--- src/rtl/sdb_pkg.sv ---
package sdb_pkg;
  localparam logic [1:0] CMD_NOP   = 2'b00;
  localparam logic [1:0] CMD_READ  = 2'b01;
  localparam logic [1:0] CMD_WRITE = 2'b10;

  typedef enum logic [1:0] {
    ST_IDLE    = 2'b00,
    ST_WR      = 2'b01,
    ST_RD_WAIT = 2'b10,
    ST_RD_OUT  = 2'b11
  } eng_state_e;
endpackage

--- src/rtl/sdb_cke_gate.sv ---
module sdb_cke_gate (
  input  logic clk,
  input  logic rst_n,
  input  logic cke,
  input  logic busy,
  output logic cke_q,
  output logic en
);
  // cke is registered every edge and steers the following internal edge
  always_ff @(posedge clk or negedge rst_n) begin
    if (!rst_n) cke_q <= 1'b1;
    else        cke_q <= cke;
  end

  // suspend only matters while a burst is running
  assign en = ~busy | cke_q;
endmodule

--- src/rtl/sdb_col_seq.sv ---
module sdb_col_seq #(
  parameter int COL_W = 4,
  parameter int OFF_W = 2
) (
  input  logic [COL_W-1:0] base,
  input  logic [OFF_W-1:0] offset,
  output logic [COL_W-1:0] col_out
);
  logic [OFF_W-1:0] low_sum;

  assign low_sum = base[OFF_W-1:0] + offset;

  generate
    if (COL_W > OFF_W) begin : g_upper
      assign col_out = {base[COL_W-1:OFF_W], low_sum};
    end else begin : g_flat
      assign col_out = low_sum;
    end
  endgenerate
endmodule

--- src/rtl/sdb_store.sv ---
module sdb_store #(
  parameter int DATA_W = 16,
  parameter int ADDR_W = 6
) (
  input  logic              clk,
  input  logic              we,
  input  logic [ADDR_W-1:0] addr,
  input  logic [DATA_W-1:0] wdata,
  output logic [DATA_W-1:0] rdata
);
  localparam int DEPTH = 1 << ADDR_W;

  logic [DATA_W-1:0] mem [DEPTH];

  always_ff @(posedge clk) begin
    if (we) mem[addr] <= wdata;
  end

  assign rdata = mem[addr];
endmodule

--- src/rtl/sdb_burst_engine.sv ---
module sdb_burst_engine
  import sdb_pkg::*;
#(
  parameter int DATA_W    = 16,
  parameter int BANK_W    = 2,
  parameter int COL_W     = 4,
  parameter int BURST_LEN = 4,
  parameter int READ_LAT  = 2
) (
  input  logic              clk,
  input  logic              rst_n,
  input  logic              cke,
  input  logic [1:0]        cmd,
  input  logic [BANK_W-1:0] bank,
  input  logic [COL_W-1:0]  col,
  input  logic [DATA_W-1:0] dq_in,
  output logic [DATA_W-1:0] dq_out,
  output logic              dq_oe
);
  localparam int OFF_W  = $clog2(BURST_LEN);
  localparam int CNT_W  = $clog2(BURST_LEN + 1);
  localparam int WAIT_W = $clog2(READ_LAT) + 1;
  localparam int ADDR_W = BANK_W + COL_W;
  localparam logic [CNT_W-1:0]  BEAT_LAST = CNT_W'(BURST_LEN - 1);
  localparam logic [CNT_W-1:0]  BEAT_DONE = CNT_W'(BURST_LEN);
  localparam logic [WAIT_W-1:0] WAIT_INIT = WAIT_W'(READ_LAT - 1);

  eng_state_e        state_q, state_d;
  logic [CNT_W-1:0]  beat_q, beat_d;
  logic [WAIT_W-1:0] wait_q, wait_d;
  logic [BANK_W-1:0] bank_q, bank_d;
  logic [COL_W-1:0]  col_q, col_d;
  logic [DATA_W-1:0] dq_q, dq_d;
  logic              oe_q, oe_d;

  logic              busy, en, cke_q, we;
  logic [COL_W-1:0]  base_col, cur_col;
  logic [OFF_W-1:0]  offset;
  logic [BANK_W-1:0] cur_bank;
  logic [DATA_W-1:0] rdata;

  assign busy = (state_q != ST_IDLE);

  sdb_cke_gate u_gate (
    .clk   (clk),
    .rst_n (rst_n),
    .cke   (cke),
    .busy  (busy),
    .cke_q (cke_q),
    .en    (en)
  );

  // idle: address comes from the command; busy: from the latched base plus beat
  assign base_col = busy ? col_q : col;
  assign cur_bank = busy ? bank_q : bank;
  assign offset   = busy ? beat_q[OFF_W-1:0] : '0;

  sdb_col_seq #(.COL_W(COL_W), .OFF_W(OFF_W)) u_seq (
    .base    (base_col),
    .offset  (offset),
    .col_out (cur_col)
  );

  sdb_store #(.DATA_W(DATA_W), .ADDR_W(ADDR_W)) u_store (
    .clk   (clk),
    .we    (we),
    .addr  ({cur_bank, cur_col}),
    .wdata (dq_in),
    .rdata (rdata)
  );

  always_comb begin
    state_d = state_q;
    beat_d  = beat_q;
    wait_d  = wait_q;
    bank_d  = bank_q;
    col_d   = col_q;
    dq_d    = dq_q;
    oe_d    = oe_q;
    we      = 1'b0;
    if (en) begin
      unique case (state_q)
        ST_IDLE: begin
          if (cmd == CMD_WRITE) begin
            we      = 1'b1;
            bank_d  = bank;
            col_d   = col;
            beat_d  = CNT_W'(1);
            state_d = ST_WR;
          end else if (cmd == CMD_READ) begin
            bank_d  = bank;
            col_d   = col;
            beat_d  = '0;
            wait_d  = WAIT_INIT;
            state_d = ST_RD_WAIT;
          end
        end
        ST_WR: begin
          we = 1'b1;
          if (beat_q == BEAT_LAST) begin
            beat_d  = '0;
            state_d = ST_IDLE;
          end else begin
            beat_d = beat_q + CNT_W'(1);
          end
        end
        ST_RD_WAIT: begin
          if (wait_q == '0) begin
            dq_d    = rdata;
            oe_d    = 1'b1;
            beat_d  = CNT_W'(1);
            state_d = ST_RD_OUT;
          end else begin
            wait_d = wait_q - WAIT_W'(1);
          end
        end
        ST_RD_OUT: begin
          if (beat_q == BEAT_DONE) begin
            oe_d    = 1'b0;
            beat_d  = '0;
            state_d = ST_IDLE;
          end else begin
            dq_d   = rdata;
            beat_d = beat_q + CNT_W'(1);
          end
        end
        default: state_d = ST_IDLE;
      endcase
    end
  end

  always_ff @(posedge clk or negedge rst_n) begin
    if (!rst_n) begin
      state_q <= ST_IDLE;
      beat_q  <= '0;
      wait_q  <= '0;
      bank_q  <= '0;
      col_q   <= '0;
      dq_q    <= '0;
      oe_q    <= 1'b0;
    end else begin
      state_q <= state_d;
      beat_q  <= beat_d;
      wait_q  <= wait_d;
      bank_q  <= bank_d;
      col_q   <= col_d;
      dq_q    <= dq_d;
      oe_q    <= oe_d;
    end
  end

  assign dq_out = dq_q;
  assign dq_oe  = oe_q;

  // a frozen edge leaves the bus exactly as it was
  a_r5_bus_hold: assert property (@(posedge clk) disable iff (!rst_n)
    (busy && !cke_q) |=> ($stable(dq_out) && $stable(dq_oe)));

  // the burst position does not move on a frozen edge
  a_r6_beat_hold: assert property (@(posedge clk) disable iff (!rst_n)
    (busy && !cke_q) |=> $stable(beat_q));

  // the bus only turns on out of the latency wait
  a_r2_oe_from_wait: assert property (@(posedge clk) disable iff (!rst_n)
    $rose(dq_oe) |-> ($past(state_q) == ST_RD_WAIT));

  // the bus is driven only while read words are being shifted out
  a_r7_oe_in_output: assert property (@(posedge clk) disable iff (!rst_n)
    dq_oe |-> (state_q == ST_RD_OUT));

  // a read arriving while idle is taken whatever cke did
  a_r8_idle_accept: assert property (@(posedge clk) disable iff (!rst_n)
    (state_q == ST_IDLE && cmd == CMD_READ) |=> (state_q == ST_RD_WAIT));
endmodule

--- config.mk ---
export PLATFORM = sky130hd
export DESIGN_NAME = sdb_burst_engine
export DESIGN_NICKNAME = d
export VERILOG_FILES = /design/src/rtl/sdb_pkg.sv /design/src/rtl/sdb_cke_gate.sv /design/src/rtl/sdb_col_seq.sv /design/src/rtl/sdb_store.sv /design/src/rtl/sdb_burst_engine.sv
export SDC_FILE = /design/constraint.sdc
export NUM_CORES = 1
export LEC_CHECK = 0
export BUFFER_PORTS_ARGS = -buffer_cell sky130_fd_sc_hd__buf_2
export CELL_PAD_IN_SITES_DETAIL_PLACEMENT = 0
export CELL_PAD_IN_SITES_GLOBAL_PLACEMENT = 1
export CORE_ASPECT_RATIO = 0.9
export CORE_UTILIZATION = 49
export CTS_CLUSTER_DIAMETER = 120
export CTS_CLUSTER_SIZE = 40
export DETAILED_ROUTE_END_ITERATION = 8
export PLACE_DENSITY_LB_ADDON = 0.1
export SYNTH_ARGS = -nofsm -noshare
export SYNTH_HDL_FRONTEND = slang
export SYNTH_SLANG_ARGS = --single-unit
--- constraint.sdc ---
create_clock -name clk -period 4.5 [get_ports clk]
set_input_delay 0.675 -clock clk [delete_from_list [all_inputs] [get_ports clk]]
set_output_delay 0.675 -clock clk [all_outputs]
set_load 0.02 [all_outputs]
# After elaboration in Yosys (flattened, before gate mapping)
# Memory sizes are Yosys's and may differ from the RTL's.
# Index checks and enable logic that the tools add are counted.
# totals
output_inout_bits	17
n_memories	1
input_bits	27
ram_bits	1024
regBits	31
wordCells	75
# memory_table
name	words	width	read_ports	rd_clocked_by_memory_dff	wr	line_no	source
u_store.mem	64	16	1	0	1	sdb_store.sv:13	logic [DATA_W-1:0] mem [DEPTH];
# op_classes
muxes	34
n_reduce_logical	12
bitwise	2
n_addsub	3
n_eq_ne	15
# op_table
cell	count
2-to-1 mux 16 bit	2
case mux 16 bit (2 select lines)	1
2-to-1 mux 2 bit	12
2-to-1 mux 3 bit	5
inequality test 2 bit, second input constant	7
2-to-1 mux 4 bit	3
case mux 3 bit (4 select lines)	1
AND reduction 5 bit	2
case mux 2 bit (4 select lines)	1
AND reduction 4 bit	2
nonzero test 2 bit	4
equality test 2 bit, second input constant	3
2-to-1 mux 1 bit	6
AND reduction 3 bit	2
equality test 2 x 1 -> 1 bit, second input constant	2
zero test 2 bit	2
case mux 1 bit (2 select lines)	2
case mux 2 bit (2 select lines)	1
adder 3 x 1 -> 3 bit, second input constant	1
equality test 3 x 2 -> 1 bit, second input constant	1
equality test 3 bit, second input constant	1
inequality test 3 bit, second input constant	1
adder 2 bit	1
subtractor 2 x 1 -> 2 bit, second input constant	1
other kinds (2)	2

# Logic depth before layout (Yosys ltp)
# depth
word_depth	6
mapped_depth	19
depth_no_buf	12

# Cells and area by module
# From an unflattened synthesis, not the netlist that was laid out.
# unflattened
cells_unflattened	2373
hier_area_um2	40731.6
# by_module_without_submodules
mod	n_inst	area_per_inst_um2	cells_each	seq_area_each_um2
sdb_store	1	39160.1	2248	30749.5
sdb_burst_engine	1	1487.7	119	750.7
sdb_col_seq	1	51.3	4	0.0
sdb_cke_gate	1	32.5	2	26.3

# Least setup slack after synthesis
# OpenSTA, ideal clock, no wires.
# synth_path
kind	reg2reg
startpoint	reg state_q[0]
endpoint	mem u_store.mem[15][0], enable pin
period_less_slack_ns	4.323
arrival_ns	3.935
stages_incl_launch_ff	15
setup_ns	0.389
slack_ns	0.177
required_time_ns	4.111
cell_sequence	dfrtp_1 -> buf_6 -> buf_2 -> nor2_2 -> clkbuf_1 -> nor2_1 -> ha_1 -> buf_2 -> buf_2 -> buf_2 -> buf_2 -> clkbuf_1 -> clkbuf_1 -> nand2_1 -> nor2_1
# synth_via
elab_chain_cells	6
word_cells_on_any_way	13
cone_classes	add/sub (1); eq/ne (1); mux (7); bitwise (2); reduce/logical (2)
# synth_lines
item	line_no	source
from (decl)	sdb_burst_engine.sv:28	eng_state_e state_q, state_d;
from (signal assigned)	sdb_burst_engine.sv:142	state_q <= state_d;
branches (longest 6 deep; another with equality test 2 x 1 -> 1 bit)	n/a	
to (decl)	sdb_store.sv:13	
# Parallel ways; which one is timed is not known.

# Final worst setup path
# layout_path
startpoint	reg state_q[0]
endpoint	reg dq_q[10], in the netlist dq_out[10]
# layout_via
elab_chain_cells	6
word_cells_on_any_way	17
cone_classes	add/sub (1); eq/ne (4); mux (6); bitwise (2); reduce/logical (3); memory (1)
# layout_lines
item	line_no	source
nonzero test 2 bit	sdb_burst_engine.sv:42	assign busy = (state_q != ST_IDLE);
2-to-1 mux 4 bit / 2-to-1 mux 2 bit (equally long branches)	sdb_burst_engine.sv:54, sdb_burst_engine.sv:56	
adder 2 bit	sdb_col_seq.sv:11	assign low_sum = base[OFF_W-1:0] + offset;
memory read (64 x 16 bit)	n/a	
2-to-1 mux 16 bit (on tied branches)	sdb_burst_engine.sv:118, sdb_burst_engine.sv:108	
case mux 16 bit (2 select lines)	sdb_burst_engine.sv:82	unique case (state_q)
to (signal assigned)	sdb_burst_engine.sv:147	dq_q <= dq_d;
to (decl)	sdb_burst_engine.sv:33	logic [DATA_W-1:0] dq_q, dq_d;
# Parallel ways exist; a longest one is shown, timed or not. The select of a mux whose other input is x is not followed.
# A chain may end at the register's enable or synchronous reset.

==> flow_summary_export.csv <==
group,metric,value,unit
outcome,status,"complete, no violations",
placed_design,io_buffers,43,
global_routing,track_usage,0.319,
setup_path,cp_slowest_cell,"o31ai_1",
pwr,seq_power_share,0.322,
drt,vias_per_cell,6.75,
synthesis,synth_area_leaders,"edfxtp_1, mux2i_1, a21oi_1",
synthesis,synthFlopType,"edfxtp_1",
synthesis,yosysTopAreaCell,"edfxtp_1",
floorplan,die-area,84600,um^2
hold_path,hold_depth,1,
clocking,clockBufferDepth,3,
final_layout,syn2layout_area_growth,9.13,%
setup_path,crit_cells,12,
floorplan,start_util,0.495,
synthesis,yosysTopAreaCellShare,0.752,
floorplan,rows,100,
drt,drt_iter0_markers,3705,
clocking,post_cts_buffers,0,
global_routing,grt_max_degree,65,
synthesis,ys_seq_area_frac,0.771,
setup_path,startpoint_type,"register",
final_layout,layout-drive-gt1-share,0.143,
setup_path,cp.required,5.06,ns
timing,fin_crit_sh,0.978,
timing,fmax,227,MHz
setup_path,ff2ff_path_depth,12,
pwr,leakage,0.0143,uW
placed_design,post-place-cells,3601,
placed_design,routabilityCongestion,0.938,
setup_path,worstSetupPathType,"register to register",
timing,hold_ws,0.0657,ns
final_layout,post-route-util,0.540,
final_layout,layout_common_cells,"edfxtp_1, buf_4, mux2i_1",
global_routing,overflow,0,
timing,relSlewSlack,0.173,
floorplan,io_pins,44,
timing,finalMaxSlewViolations,0,
setup_path,path_buf_inv,1,
final_layout,final_common_cell,"edfxtp_1",
floorplan,chipWidth,306,um
synthesis,yosys_warnings,0,
timing,finalClockSkew,0.0427,ns
clocking,worst_skew_pair.late_latency,0.70,ns
clocking,clock_sinks,1055,
floorplan,coreArea,82600,um^2
synthesis,synth_seq_cells,1055,
pwr,combPwrFrac,0.561,
clocking,htreeDepth,1,
pwr,power_density,792,nW/um^2
clocking,clk_pin_slew,0.15,ns
synthesis,synth.distinct_cells,82,
pwr,ir_worst_vdd,0.747,mV
global_routing,grt_pass1_vias,23000,
setup_path,critical_path.top_delay_family,"compound AO/OA/AOI/OAI gates",
synthesis,syn_avg_cell_area,16.8,um^2
drt,ant_nets,0,
pwr,p_int,18700,uW
clocking,cts_tree,"built",
final_layout,stdcell_count,3661,
floorplan,die_h,276,um
synthesis,syn_nets,2464,
clocking,cts_buffers,30,
timing,tightest_slew,1.24,ns
hold_path,worstHoldPathType,"input port to register",
timing,min_period,4.40,ns
drt,wire_per_inst,37.3,um
flow_run,maxCapViolations,0,
drt,dr.pass1.iters,8,
setup_path,path_cells,"or2_1 > nand2_1 > nand2_1 > ha_4 > xnor3_1 > a22oi_4 > buf_4 > o21ai_0 > a221o_1 > o31ai_1 > o22a_1 > a31oi_1",
timing,rsz0062_at_grt,"false",
pwr,p_switching,16700,uW
setup_path,critical_path.max_stage_delay,0.75,ns
pwr,switching_share,0.472,
global_routing,grt_antenna_before_repair,10,
synthesis,async_flop_share,0.0294,
clocking,cts_root_buf,"clkbuf_16",
drt,route.vias.total,24700,
timing,hold_viol,0,
final_layout,nets,2597,
synthesis,syn-instance-count,2429,
drt,drcViolationCount,0,
synthesis,synth_area,40900,um^2
setup_path,cp_max_fo,35,
setup_path,cpMostUsedCell,"nand2_1",
drt,routed_wirelength,136,mm
timing,finalSetupViolCount,0,
global_routing,grt_pass1_wl,186,mm
setup_path,cp-end-kind,"register",
setup_path,arrival,4.96,ns
placed_design,hpwlAfterDp,86.6,mm
pwr,clockPowerShare,0.118,
synthesis,synth_edf_count,1024,
worst paths after layout:
kind                                        start                endpoint  slack (ns)
max reg2reg                state_q[0]$_DFFE_PN0P_  dq_out[10]$_DFFE_PN0P_         0.1
min reg2reg                  col_q[0]$_DFFE_PN0P_    col_q[0]$_DFFE_PN0P_        0.55
max                        state_q[0]$_DFFE_PN0P_  dq_out[10]$_DFFE_PN0P_         0.1
min in group asynchronous                   rst_n   wait_q[0]$_DFFE_PN0P_        0.11
min                                           cke  u_gate.cke_q$_DFF_PN1_        0.07
max in group asynchronous                   rst_n  dq_out[13]$_DFFE_PN0P_        3.76
synth_stat cells (all sizes together), types with 20 or more instances:
cell and n:
edfxtp 1024, mux2i 168, a21oi 151, nand2 126, nor2 125, o21ai 110, buf 97, a22oi 59
nand3 58, a221oi 52, clkbuf 50, a31oi 48, o221ai 37, dfrtp 30, mux2 27, a221o 22
a222oi 20, mux4 20
cells by family after synthesis:
group / after synthesis / synth area share
mux: 215 / 0.0596
flops: 1055 / 0.771
compound gates: 631 / 0.108
simple gates: 354 / 0.0385
buf+inv: 161 / 0.0182
xor+xnor: 5 / 0.00214
fa+ha+maj: 8 / 0.00245
per-layer routing:
layer	share of wire	GRT usage	vias up
li1	-	-	10000
met1	0.40	0.459	12800
met2	0.44	0.481	1687
met3	0.13	0.0927	187
met4	0.029	0.0814	4
met5	0.00017	0.00277	-
worst register-to-register path, cell delays in order (launching register included):
cell	delay, ns
dfrtp_1	0.61
or2_1	0.37
nand2_1	0.10
nand2_1	0.13
ha_4	0.28
xnor3_1	0.34
a22oi_4	0.21
buf_4	0.48
o21ai_0	0.32
a221o_1	0.36
o31ai_1	0.75
o22a_1	0.23
a31oi_1	0.10
area by class of cell:
type / instances / area [um^2]
Clock buffer: 55 / 866
Fill cell: 6597 / 38000
Sequential cell: 1055 / 31500
Antenna cell: 4 / 10.0
Clock inverter: 1 / 30.0
Tap cell: 1071 / 1340
Timing Repair Buffer: 248 / 2000
Multi-Input combinational cell: 1213 / 8770
Inverter: 14 / 52.6
what timing repair did:
item / CTS / global route
hold buffers: 0 / 0
setup endpoints to repair: 1 / 3
resized for setup: 1 / 3
endpoints found under the hold margin: 0 / 0
gates cloned: 0 / 0
power by group through the flow:
stage	combinational [uW]	sequential, uW	clock, uW
finish	19800	11400	4160
global route	20300	11400	4430
CTS	19300	11300	4170
detailed placement	19300	11600	0
global placement	19300	11600	0
floorplan	10100	11500	0
per-stage QoR:
stage	TNS (ns)	power (uW)	cell area, um^2	setup slack [ns]
6_report	0	35300	44600	0.0985
5_1_grt	0	36100	44600	0.00671
4_1_cts	0	34800	44600	0.0969
3_5_place_dp	-0.0573	30800	43700	-0.0573
3_3_place_gp	-0.0590	30800	43700	-0.0590
2_1_floorplan	0	21600	40900	0.177
sequential cells by signal (all words and copies together), names as in the netlist:
name / flops
bank_q: 2
beat_q: 3
col_q: 4
dq_oe: 1
dq_out: 16
state_q: 2
u_gate.cke_q: 1
u_store.mem: 1024
wait_q: 2
No activity file was read; power rests on OpenSTA's default activity.
